### src/rtl/ssk_pkg.sv
package ssk_pkg;
  typedef enum logic [1:0] {
    CAUSE_NONE     = 2'b00,
    CAUSE_MISMATCH = 2'b01,
    CAUSE_PAGE     = 2'b10,
    CAUSE_BOUND    = 2'b11
  } cause_e;
endpackage

### src/rtl/ssk_mode_gate.sv
module ssk_mode_gate (
  input  logic mode_sup,
  input  logic en_user,
  input  logic en_sup,
  output logic mode_en
);
  always_comb mode_en = mode_sup ? en_sup : en_user;
endmodule

### src/rtl/ssk_store.sv
module ssk_store #(
  parameter int DEPTH = 16,
  parameter int AW    = 32,
  localparam int IW   = $clog2(DEPTH)
) (
  input  logic          clk,
  input  logic          rst_n,
  input  logic          wr_en,
  input  logic [IW-1:0] wr_idx,
  input  logic [AW-1:0] wr_data,
  input  logic [IW-1:0] rd_idx,
  output logic [AW-1:0] rd_data,
  input  logic          st_valid,
  input  logic          st_shadow,
  output logic          st_reject
);
  logic [DEPTH-1:0][AW-1:0] mem;

  // Only the call path reaches the write enable of each entry.
  for (genvar i = 0; i < DEPTH; i++) begin : g_entry
    always_ff @(posedge clk) begin
      if (!rst_n)                               mem[i] <= '0;
      else if (wr_en && (wr_idx == IW'(i)))     mem[i] <= wr_data;
    end
  end

  always_comb rd_data = mem[rd_idx];

  always_ff @(posedge clk) begin
    if (!rst_n) st_reject <= 1'b0;
    else        st_reject <= st_valid & st_shadow;
  end

  p_store_no_write_r9: assert property (@(posedge clk) disable iff (!rst_n)
    (st_valid && st_shadow && !wr_en) |=> $stable(mem));
  p_store_reject_r9: assert property (@(posedge clk) disable iff (!rst_n)
    (st_valid && st_shadow) |=> st_reject);
endmodule

### src/rtl/ssk_engine.sv
module ssk_engine
  import ssk_pkg::*;
#(
  parameter int DEPTH = 16,
  parameter int AW    = 32,
  localparam int IW   = $clog2(DEPTH),
  localparam int PW   = $clog2(DEPTH + 1)
) (
  input  logic          clk,
  input  logic          rst_n,
  input  logic          mode_en,
  input  logic          call_valid,
  input  logic [AW-1:0] call_addr,
  input  logic          call_page_ok,
  input  logic          ret_valid,
  input  logic [AW-1:0] ret_addr,
  input  logic          ret_page_ok,
  input  logic [AW-1:0] top_data,
  output logic [IW-1:0] rd_idx,
  output logic          wr_en,
  output logic [IW-1:0] wr_idx,
  output logic [AW-1:0] wr_data,
  output logic [PW-1:0] ssp,
  output logic          fault,
  output logic [1:0]    fault_cause
);
  localparam logic [PW-1:0] EMPTY = PW'(DEPTH);

  cause_e        ret_c, call_c, cyc_c;
  logic [PW-1:0] ssp_mid, ssp_dec, ssp_nxt;
  logic          push_ok;

  always_comb rd_idx = ssp[IW-1:0];

  // Return first: bound, then page, then compare.
  always_comb begin
    ret_c   = CAUSE_NONE;
    ssp_mid = ssp;
    if (mode_en && ret_valid) begin
      if (ssp == EMPTY)              ret_c = CAUSE_BOUND;
      else if (!ret_page_ok)         ret_c = CAUSE_PAGE;
      else if (top_data != ret_addr) ret_c = CAUSE_MISMATCH;
      else                           ssp_mid = ssp + 1'b1;
    end
  end

  // Call second, on the pointer left by the return.
  always_comb begin
    call_c = CAUSE_NONE;
    if (mode_en && call_valid && (ret_c == CAUSE_NONE)) begin
      if (ssp_mid == '0)      call_c = CAUSE_BOUND;
      else if (!call_page_ok) call_c = CAUSE_PAGE;
    end
  end

  always_comb begin
    cyc_c   = (ret_c != CAUSE_NONE) ? ret_c : call_c;
    push_ok = mode_en && call_valid && (cyc_c == CAUSE_NONE);
    ssp_dec = ssp_mid - 1'b1;
    if (cyc_c != CAUSE_NONE) ssp_nxt = ssp;
    else if (push_ok)        ssp_nxt = ssp_dec;
    else                     ssp_nxt = ssp_mid;
    wr_en   = push_ok;
    wr_idx  = ssp_dec[IW-1:0];
    wr_data = call_addr;
  end

  always_ff @(posedge clk) begin
    if (!rst_n) begin
      ssp         <= EMPTY;
      fault       <= 1'b0;
      fault_cause <= CAUSE_NONE;
    end else begin
      ssp         <= ssp_nxt;
      fault       <= (cyc_c != CAUSE_NONE);
      fault_cause <= cyc_c;
    end
  end

  p_ptr_range_r1: assert property (@(posedge clk) disable iff (!rst_n)
    ssp <= EMPTY);
  p_fault_frozen_r8: assert property (@(posedge clk) disable iff (!rst_n)
    fault |-> (ssp == $past(ssp)));
  p_bound_at_edge_r7: assert property (@(posedge clk) disable iff (!rst_n)
    (fault && fault_cause == CAUSE_BOUND) |-> (ssp == '0 || ssp == EMPTY));
  p_push_dec_r3: assert property (@(posedge clk) disable iff (!rst_n)
    ($past(mode_en && call_valid && !ret_valid) && !fault) |-> (ssp == $past(ssp) - 1'b1));
  p_pop_inc_r4: assert property (@(posedge clk) disable iff (!rst_n)
    ($past(mode_en && ret_valid && !call_valid) && !fault) |-> (ssp == $past(ssp) + 1'b1));
endmodule

### src/rtl/ssk_shadow_stack.sv
module ssk_shadow_stack #(
  parameter int DEPTH = 16,
  parameter int AW    = 32,
  localparam int IW   = $clog2(DEPTH),
  localparam int PW   = $clog2(DEPTH + 1)
) (
  input  logic          clk,
  input  logic          rst_n,
  input  logic          mode_sup,
  input  logic          en_user,
  input  logic          en_sup,
  input  logic          call_valid,
  input  logic [AW-1:0] call_addr,
  input  logic          call_page_ok,
  input  logic          ret_valid,
  input  logic [AW-1:0] ret_addr,
  input  logic          ret_page_ok,
  input  logic          st_valid,
  input  logic          st_shadow,
  output logic          fault,
  output logic [1:0]    fault_cause,
  output logic [PW-1:0] ssp,
  output logic          st_reject
);
  logic          mode_en, wr_en;
  logic [IW-1:0] rd_idx, wr_idx;
  logic [AW-1:0] rd_data, wr_data;

  ssk_mode_gate u_gate (
    .mode_sup(mode_sup), .en_user(en_user), .en_sup(en_sup), .mode_en(mode_en)
  );

  ssk_store #(.DEPTH(DEPTH), .AW(AW)) u_store (
    .clk(clk), .rst_n(rst_n), .wr_en(wr_en), .wr_idx(wr_idx), .wr_data(wr_data),
    .rd_idx(rd_idx), .rd_data(rd_data), .st_valid(st_valid), .st_shadow(st_shadow),
    .st_reject(st_reject)
  );

  ssk_engine #(.DEPTH(DEPTH), .AW(AW)) u_engine (
    .clk(clk), .rst_n(rst_n), .mode_en(mode_en),
    .call_valid(call_valid), .call_addr(call_addr), .call_page_ok(call_page_ok),
    .ret_valid(ret_valid), .ret_addr(ret_addr), .ret_page_ok(ret_page_ok),
    .top_data(rd_data), .rd_idx(rd_idx), .wr_en(wr_en), .wr_idx(wr_idx),
    .wr_data(wr_data), .ssp(ssp), .fault(fault), .fault_cause(fault_cause)
  );

  p_disabled_quiet_r2: assert property (@(posedge clk) disable iff (!rst_n)
    !mode_en |=> (!fault && $stable(ssp)));
endmodule

### config.mk
export PLATFORM = sky130hd
export DESIGN_NAME = ssk_shadow_stack
export DESIGN_NICKNAME = d
export VERILOG_FILES = /design/src/rtl/ssk_pkg.sv /design/src/rtl/ssk_mode_gate.sv /design/src/rtl/ssk_store.sv /design/src/rtl/ssk_engine.sv /design/src/rtl/ssk_shadow_stack.sv
export SDC_FILE = /design/constraint.sdc
export NUM_CORES = 1
export LEC_CHECK = 0
export BUFFER_PORTS_ARGS = -buffer_cell sky130_fd_sc_hd__buf_2
export CELL_PAD_IN_SITES_DETAIL_PLACEMENT = 1
export CELL_PAD_IN_SITES_GLOBAL_PLACEMENT = 1
export CORE_MARGIN = 5
export CORE_UTILIZATION = 51
export DETAILED_ROUTE_END_ITERATION = 7
export PLACE_DENSITY = 0.91
export SYNTH_ARGS = -nofsm -noshare
export SYNTH_HDL_FRONTEND = slang
export SYNTH_SLANG_ARGS = --single-unit
### constraint.sdc
create_clock -name clk -period 13.4 [get_ports clk]
set_input_delay 2.68 -clock clk [delete_from_list [all_inputs] [get_ports clk]]
set_output_delay 2.68 -clock clk [all_outputs]
set_load 0.1 [all_outputs]
* Word level (Yosys, flattened, before mapping)
Index checks and enable logic that the tools add are counted.
** Word-level totals
- Flip-flop bits (word level) :: 521
- Logic and storage cells :: 83
- Output and inout bits :: 9
- Input bits :: 75
** Operators by class
- Bitwise operators :: 1
- Order comparisons :: 1
- Mux-type cells :: 16
- Equal/unequal tests :: 17
- $add $sub $neg :: 2
- Reductions and logical operators :: 26
** Operators with widths (number)
- 32-bit binary-select mux with 4-bit select :: 1
- 4-bit equality test (second input constant) :: 8
- 32-bit 2-to-1 mux :: 1
- 32-bit inequality test :: 1
- 5-bit 2-to-1 mux :: 5
- 1-bit logical AND :: 20
- 4-bit by 3-bit equality test with 1-bit output (second input constant) :: 4
- 2-bit 2-to-1 mux :: 7
- 4-bit by 2-bit equality test with 1-bit output (second input constant) :: 2
- 5-bit by 1-bit adder with 5-bit output (second input constant) :: 1
- 5-bit equality test (second input constant) :: 1
- 5-bit logical NOT :: 1
- 4-bit by 5-bit less-than comparator with 1-bit output (second input constant) :: 1
- 5-bit by 1-bit subtractor with 5-bit output (second input constant) :: 1
- 4-bit by 1-bit equality test with 1-bit output (second input constant) :: 1
- 2-bit logical NOT :: 2
- 4-bit logical NOT :: 1
- 2-bit nonzero test :: 2
- 1-bit 2-to-1 mux :: 2
- 1-bit AND :: 1

* Logic depth before layout (Yosys ltp)
Gate-level depths: netlist of run 1.
- Depth in word-level cells :: 14
- Depth in mapped cells :: 25
- Gate-level depth less buffers :: 17

* Hierarchy
Synthesis of run 1 repeated with hierarchy kept, for this count alone.
** Unflattened totals
- Cell total of the unflattened synthesis :: 2861
- Area, all modules :: 26062.5 um^2
** Modules (own cells, without submodules)
- ssk_store :: seq. area each 10269.8 um^2, times used 1, cells each 2682, area each 24613.6 um^2
- ssk_engine :: seq. area each 160.2 um^2, times used 1, cells each 178, area each 1433.9 um^2
- ssk_mode_gate :: seq. area each 0.0 um^2, times used 1, cells each 1, area each 15.0 um^2

* Worst setup path before layout of run 1
No wires, ideal clock.
- Path kind :: input -> register
- Start point :: input port ret_addr[13]
- End point :: register u_store.mem[100] in the netlist's numbering
- Buffers on the path :: 2
- Arrival time :: 6.344 ns
- Stages :: 17
- Library setup time :: 0.072 ns
- Data required time :: 13.328 ns
- Setup slack :: 6.984 ns
- Cell sequence :: o31a_1 > nor4_1 > nand4b_1 > a2111o_1 > or2_1 > nor4_2 > mux2i_1 > ha_1 > nand3b_1 > nand2_1 > mux2_2 > nor3_4 > nand2_1 > and2b_1 > buf_4 > buf_8 > mux2i_1
** On the way
- Cells in the longest elaborated chain, start to end :: 12
- Elaborated cells on any way between the ends :: 21
- Classes of those cells :: 1 x add/sub; 2 x eq/ne; 11 x mux; 7 x reduce/logical
** Ends and longest elaborated chain
- from (decl) :: RTL line ssk_shadow_stack.sv:16 : input logic [AW-1:0] ret_addr,
- 32-bit inequality test * :: RTL line ssk_engine.sv:42 : else if (top_data != ret_addr) ret_c = CAUSE_MISMATCH;
- parallel branches: the longest is 10 deep, another holds 5-bit by 1-bit subtractor with 5-bit output
- 1-bit logical AND * :: RTL line ssk_store.sv:23 : else if (wr_en && (wr_idx == IW'(i))) mem[i] <= wr_data;
- to (signal, indexed assignment) :: RTL line ssk_store.sv:23
- to (decl) :: RTL line ssk_store.sv:17 : logic [DEPTH-1:0][AW-1:0] mem;
Mark *: on every way between the ends.
A chain may end at the register's enable or synchronous reset.

* Worst setup path in the final report of run 1
- Start point :: register u_engine.ssp[1]
- End point :: register u_store.mem[485] in the netlist's numbering
** On the way
- Cells in the longest elaborated chain, start to end :: 14
- Elaborated cells on any way between the ends :: 25
- Classes of those cells :: 2 x add/sub; 3 x eq/ne; 13 x mux; 7 x reduce/logical
** Ends and longest elaborated chain
- from (decl) :: RTL line ssk_engine.sv:23 : output logic [PW-1:0] ssp,
- from (signal assigned) :: RTL line ssk_engine.sv:74 : ssp <= ssp_nxt;
- parallel branches: the longest is 13 deep, another holds 5-bit by 1-bit subtractor with 5-bit output
- 1-bit logical AND * :: RTL line ssk_store.sv:23
Mark *: on every way between the ends. The select of a mux whose other input is x is not followed.

==> flow_metrics.env, run 1 <==
export IMPL_power_per_cell_area_mw_per_mm2=128.6
export IMPL_vias=18560
export IMPL_worstMarginPinSlew_ns=1.468
export IMPL_cts_tree="done"
export IMPL_cp_cell_sequence="buf_12 -> nor2_1 -> buf_4 -> a22o_1 -> a221oi_1 -> xor2_1 -> nor4_1 -> nor2_1 -> nor4_2 -> mux2i_1 -> ha_1 -> nand3_1 -> nand2_1 -> mux2_2 -> nor3_4 -> nand2_1 -> nor2b_4 -> buf_4 -> mux2i_1"
export IMPL_setup_tns_ns=0
export IMPL_die_h_um=229.8
export IMPL_ys_flop_type="dfxtp_1"
export IMPL_avgSynthCellArea_um2=10.54
export IMPL_clkSlewWorstSetupHoldPaths_ns=0.06
export IMPL_hold_slack_ns=0.4590
export IMPL_nets=2379
export IMPL_crit_buf_inv=3
export IMPL_cts_hold_fix_buffers=0
export IMPL_gp_congestion=0.8147
export IMPL_via_per_inst=6.277
export IMPL_io_buffers=83
export IMPL_skew_ns=0.04235
export IMPL_grt_util_all_layers_pct=29.58
export IMPL_irDropWorstVdd_uv=90.37
export IMPL_initial_core_util_pct=51.62
export IMPL_relSlewSlack_pct=2.146
export IMPL_critical_path_endpoint_type="flop"
export IMPL_maxCapViolations=0
export IMPL_multiInputGateArea_mm2=0.01265
export IMPL_total_power_mw=3.393
export IMPL_rsz0062_at_grt="no"
export IMPL_synth_edf_count=0
export IMPL_status="complete, no violations"
export IMPL_drc_errors=0
export IMPL_yosysSeqAreaShare_pct=42.31
export IMPL_synth_commonest_cells="mux2i_1 (634), nand2_1 (576), dfxtp_1 (521), clkbuf_1 (106), mux4_2 (68)"
export IMPL_cts_buffers=55
export IMPL_yosysMostFrequentCell="mux2i_1"
export IMPL_cts_setup_buffers=0
export IMPL_routedWlPerCell_um=27.20
export IMPL_cp_top_family="simple AND/OR/NAND/NOR gates"
export IMPL_nFillCells=5052
export IMPL_cp_start_kind="flop"
export IMPL_grt_overflow_total=0
export IMPL_synth_top_area_share_pct=42.31
export IMPL_ant_nets=0
export IMPL_synth_area_top_cells="dfxtp_1 (42%), mux2i_1 (26%), nand2_1 (8.8%), mux4_2 (6.2%), buf_12 (2.2%)"
export IMPL_ff_latch_area_mm2=0.01044
export IMPL_area_growth_pct=7.076
export IMPL_synth_top_area_cell="dfxtp_1"
export IMPL_async_flop_share_pct=0
export IMPL_slew_violations=0
export IMPL_fp_row_count=80
export IMPL_critPathRequiredTime_ns=13.90
export IMPL_grt_pass1_vias=20630
export IMPL_clock_latency_ns=0.63
export IMPL_antenna_found_initial=1
export IMPL_fmax_mhz=118.1
export IMPL_path_class="flop to flop"
export IMPL_synth_net_count=2421
export IMPL_fin_util_pct=55.28
export IMPL_worstPathArrival_ns=8.97
export IMPL_post_cts_resized=0
export IMPL_drt_iter0_markers=1716
export IMPL_fp_coreArea_mm2=0.04775
export IMPL_cts_sinks=521
export IMPL_fin_crit_ns=8.467
export IMPL_crit_fanout=101
export IMPL_finalSetupViolations=0
export IMPL_syn_area_mm2=0.02465
export IMPL_hold_class="flop to flop"
export IMPL_synth_cells=2339
export IMPL_cpPeakStageDelay_ns=1.06
export IMPL_p_leak_nw=8.842
export IMPL_grt_pass1_wl_mm=122.7
export IMPL_htree_levels=2
export IMPL_final_layout_size_suffix_gt1_share_pct=13.58
export IMPL_yosysUniqueCellTypes=71
export IMPL_pin_count=84
export IMPL_die_area_mm2=0.05283
export IMPL_cp_slowest_cell="nor4_1"
export IMPL_cts_root_buf="clkbuf_16"
export IMPL_hpwl_mm=45.76
export IMPL_chipWidth_um=229.8
export IMPL_cts_path_max_buffers=3
export IMPL_yosysWarnings=0
export IMPL_drt_total_wl_mm=80.44
export IMPL_ys_ff_latch=521
export IMPL_period_share_pct=63.19
export IMPL_grt_max_degree=169
export IMPL_hold_viol=0
export IMPL_dr_pass1_iters=5
[path summary, 6_finish.rpt]
check                   start          endpoint  slack (ns)  depth (start not counted)
max           u_engine.ssp[1]  u_store.mem[485]        4.93                         19
min          u_store.mem[185]  u_store.mem[185]        0.46                          2
max reg2reg   u_engine.ssp[1]  u_store.mem[485]        4.93                         19
min reg2reg  u_store.mem[185]  u_store.mem[185]        0.46                          2
[state kept, by name, indices dropped and copies added, names as in the netlist]
signal	count
u_store.mem	512
u_store.st_reject	1
u_engine.fault_cause	2
u_engine.ssp	5
u_engine.fault	1
[stage by stage]
step / cells / area (um^2) / worst slack, ns
floorplan: 2339 / 24650 / 6.984
global placement: 2855 / 24540 / 5.256
detailed placement: 2855 / 24540 / 4.946
CTS: 2956 / 26390 / 5.110
global route: 2957 / 26390 / 4.674
finish: 2957 / 26390 / 4.933
[layer usage]
metal / global-route usage, % / routed length (um)
met5: 0 / 0
met4: 15.75 / 4716
met3: 6.020 / 5097
met2: 51.23 / 39240
met1: 34.56 / 31390
[layout make-up]
class	count	area share (%)
Tap cell	615	2.916
Sequential cell	521	39.56
Multi-Input combinational cell	1603	47.94
Antenna cell	1	0.009481
Clock inverter	16	0.6305
Timing Repair Buffer	108	2.465
Clock buffer	85	6.371
Inverter	8	0.1138
[report_power, final]
group | switching (mW) | internal, mW
registers | 0.0121 | 1.56
clock network | 0.659 | 0.918
logic | 0.173 | 0.0746
total | 0.843 | 2.55
[cell families after synthesis]
group	share of synthesized area [%]
buf+inv	6.629
simple gates	12.20
flops	42.31
fa+ha+maj	0.3553
mux	32.97
xor+xnor	1.350
compound gates	4.172
[tightest hold or removal path, cell delays in order, from the launching register on]
cell and delay [ns]:
dfxtp_1 0.31, nand2_1 0.05, mux2i_1 0.05
[cell usage in the layout (no fill, tap or decap), types with 10 or more instances in the layout]
master       n
buf_2       82
o22ai_1     10
a21oi_1     15
nor2_1      10
dfxtp_1    517
a211oi_1    10
mux2_2      17
buf_4       22
nor2b_1     12
a22oi_1     34
xnor2_1     19
a22o_1      12
xor2_1      19
clkbuf_16   57
mux4_2      68
clkbuf_8    15
clkbuf_1    13
nand2_1    576
mux2i_1    634
nand3_1     21
No activity file was read; power rests on OpenSTA's default activity.
==> run 2: changes to the inputs <==
CORE_UTILIZATION = 45   (was 51)
PLACE_DENSITY = 0.86   (was 0.91)
clock period = 7.1 ns   (was 13.4 ns; I/O delays follow)
==> run 2 against run 1 <==
Highest routed layer unchanged; first-iteration DRC count shrank 17%; maximum frequency grew 28%; worst setup slack lost 4.4 ns; cell area grew 2.1%; final cell count grew 4.0%; sequential power grew 89%; utilization shrank 5.4 points.
==> flow_metrics.env, run 2 (same netlist as run 1, synthesis figures left out) <==
export IMPL_hold_slack_ns=0.4541
export IMPL_cts_buffers=55
export IMPL_fin_crit_ns=6.614
export IMPL_nFillCells=5830
export IMPL_cts_setup_buffers=0
export IMPL_hold_viol=0
export IMPL_post_cts_resized=0
export IMPL_cts_hold_fix_buffers=0
export IMPL_gp_congestion=0.8757
export IMPL_ant_nets=0
export IMPL_cts_root_buf="clkbuf_16"
export IMPL_dp_cells=2974
export IMPL_largest_register="u_store.mem"
export IMPL_layout_cells_most_common="mux2i_1"
export IMPL_grt_overflow_total=0
export IMPL_cp_start_kind="flop"
export IMPL_skew_ns=0.02398
export IMPL_largest_reg_flops=512
export IMPL_vias=18220
export IMPL_drc_errors=0
export IMPL_die_h_um=244.0
export IMPL_antenna_cells=0
export IMPL_path_class="flop to flop"
export IMPL_fmax_mhz=151.2
export IMPL_critPathRequiredTime_ns=7.61
export IMPL_initial_core_util_pct=45.62
export IMPL_cts_tree="done"
export IMPL_slew_violations=0
export IMPL_relSlewSlack_pct=41.69
export IMPL_grt_pass1_vias=19780
export IMPL_final_layout_size_suffix_gt1_share_pct=15.04
export IMPL_grt_pass1_wl_mm=119.1
export IMPL_power_per_cell_area_mw_per_mm2=241.3
export IMPL_via_per_inst=5.922
export IMPL_fp_coreArea_mm2=0.05403
export IMPL_antenna_found_initial=0
export IMPL_layout_cells_non_filler=3076
export IMPL_grt_util_all_layers_pct=25.38
export IMPL_hold_class="flop to flop"
export IMPL_maxCapViolations=0
export IMPL_crit_fanout=25
export IMPL_hpwl_mm=48.85
export IMPL_io_buffers=83
export IMPL_rsz0062_at_grt="no"
export IMPL_worstPathArrival_ns=7.12
export IMPL_fin_util_pct=49.89
export IMPL_setup_tns_ns=0
export IMPL_largest_registers="u_store.mem: 512 flops, u_engine.ssp: 5 flops, u_engine.fault_cause: 2 flops"
export IMPL_clkSlewWorstSetupHoldPaths_ns=0.06
export IMPL_drt_total_wl_mm=78.01
export IMPL_dr_pass1_iters=5
export IMPL_area_growth_pct=9.345
export IMPL_cts_path_max_buffers=3
export IMPL_final_cell_mix="mux2i_1 (634), nand2_1 (576), dfxtp_1 (517), buf_2 (82), mux4_2 (68)"
export IMPL_chipWidth_um=244.0
export IMPL_finalSetupViolations=0
export IMPL_htree_levels=2
export IMPL_routedWlPerCell_um=25.36
export IMPL_critical_path_endpoint_type="flop"
export IMPL_die_area_mm2=0.05956
export IMPL_clock_latency_ns=0.62
export IMPL_p_leak_nw=9.110
export IMPL_total_power_mw=6.504
export IMPL_drt_iter0_markers=1424
export IMPL_grt_max_degree=128
export IMPL_irDropWorstVdd_uv=190.0
export IMPL_nets=2417
export IMPL_period_share_pct=93.16
export IMPL_cts_sinks=521
export IMPL_worstMarginPinSlew_ns=0.8729
export IMPL_status="complete, no violations"
export IMPL_fp_row_count=85
export IMPL_pin_count=84
## run 2: cell types whose count changed in the layout (fill, tap and decap cells not counted), moves of 2 or more
cell | before | now
clkinv_2 | 9 | 15
buf_12 | 3 | 12
bufinv_16 | 3 | 8
clkinvlp_4 | 3 | 1
buf_4 | 22 | 51
clkbuf_8 | 15 | 6
## run 2: stage by stage
| step | worst slack [ns] | instance area (um^2) |
|---|---|---|
| 6_report | 0.4856 | 26950 |
| 5_1_grt | 0.2623 | 26950 |
| 4_1_cts | 0.5599 | 26950 |
| 3_5_place_dp | 0.7224 | 25040 |
| 3_3_place_gp | 0.8161 | 25040 |
| 2_1_floorplan | 1.046 | 24650 |
## run 2: worst max-delay path, stage by stage (launching register included)
cell      delay (ns)
dfxtp_4         0.56
buf_4           0.42
buf_4           0.32
mux4_2          0.52
nor2b_1         0.15
a211oi_1        0.43
o21a_1          0.20
o21ai_0         0.13
a2111o_1        0.46
or2_1           0.30
nor4_2          0.17
buf_4           0.20
xnor2_1         0.15
ha_1            0.31
nand3b_1        0.10
nand2_1         0.06
mux2_2          0.31
nor3_4          0.26
nand2_1         0.32
and2b_2         0.50
buf_12          0.30
mux2i_1         0.31
## run 2: final cells by class
| type | count | area, um^2 | area share, % |
|---|---|---|---|
| multi-input cells | 1603 | 12650 | 46.94 |
| clock buffers | 75 | 1554 | 5.766 |
| repair buffers | 146 | 1049 | 3.890 |
| well taps | 696 | 870.8 | 3.231 |
| inverters | 8 | 30.03 | 0.1114 |
| clock inverters | 27 | 356.6 | 1.323 |
| flip-flops and latches | 521 | 10440 | 38.74 |
## run 2: metal layers
layer / wire [um] / up-vias / GRT usage, %
met5: 0 / - / 0
met3: 3898 / 226 / 3.734
met2: 38090 / 563 / 43.80
li1: - / 8132 / -
met4: 4137 / 0 / 12.43
met1: 31880 / 9296 / 31.16
## run 2: path summary, 6_finish.rpt
path / startpoint / endpoint / slack [ns] / cells past startpoint
setup reg to reg: u_engine.ssp[1] / u_store.mem[22] / 0.49 / 21
setup / recovery: u_engine.ssp[1] / u_store.mem[22] / 0.49 / 21
hold / removal: u_store.mem[475] / u_store.mem[475] / 0.45 / 2
hold reg to reg: u_store.mem[475] / u_store.mem[475] / 0.45 / 2
## run 2: power by group
part           leakage [nW]  internal, mW  switching (mW)  total, mW
logic                  3.96         0.148           0.325      0.472
clock network         0.948          1.82            1.25       3.07
registers              4.20          2.94          0.0196       2.96
total                  9.11          4.91            1.59       6.50
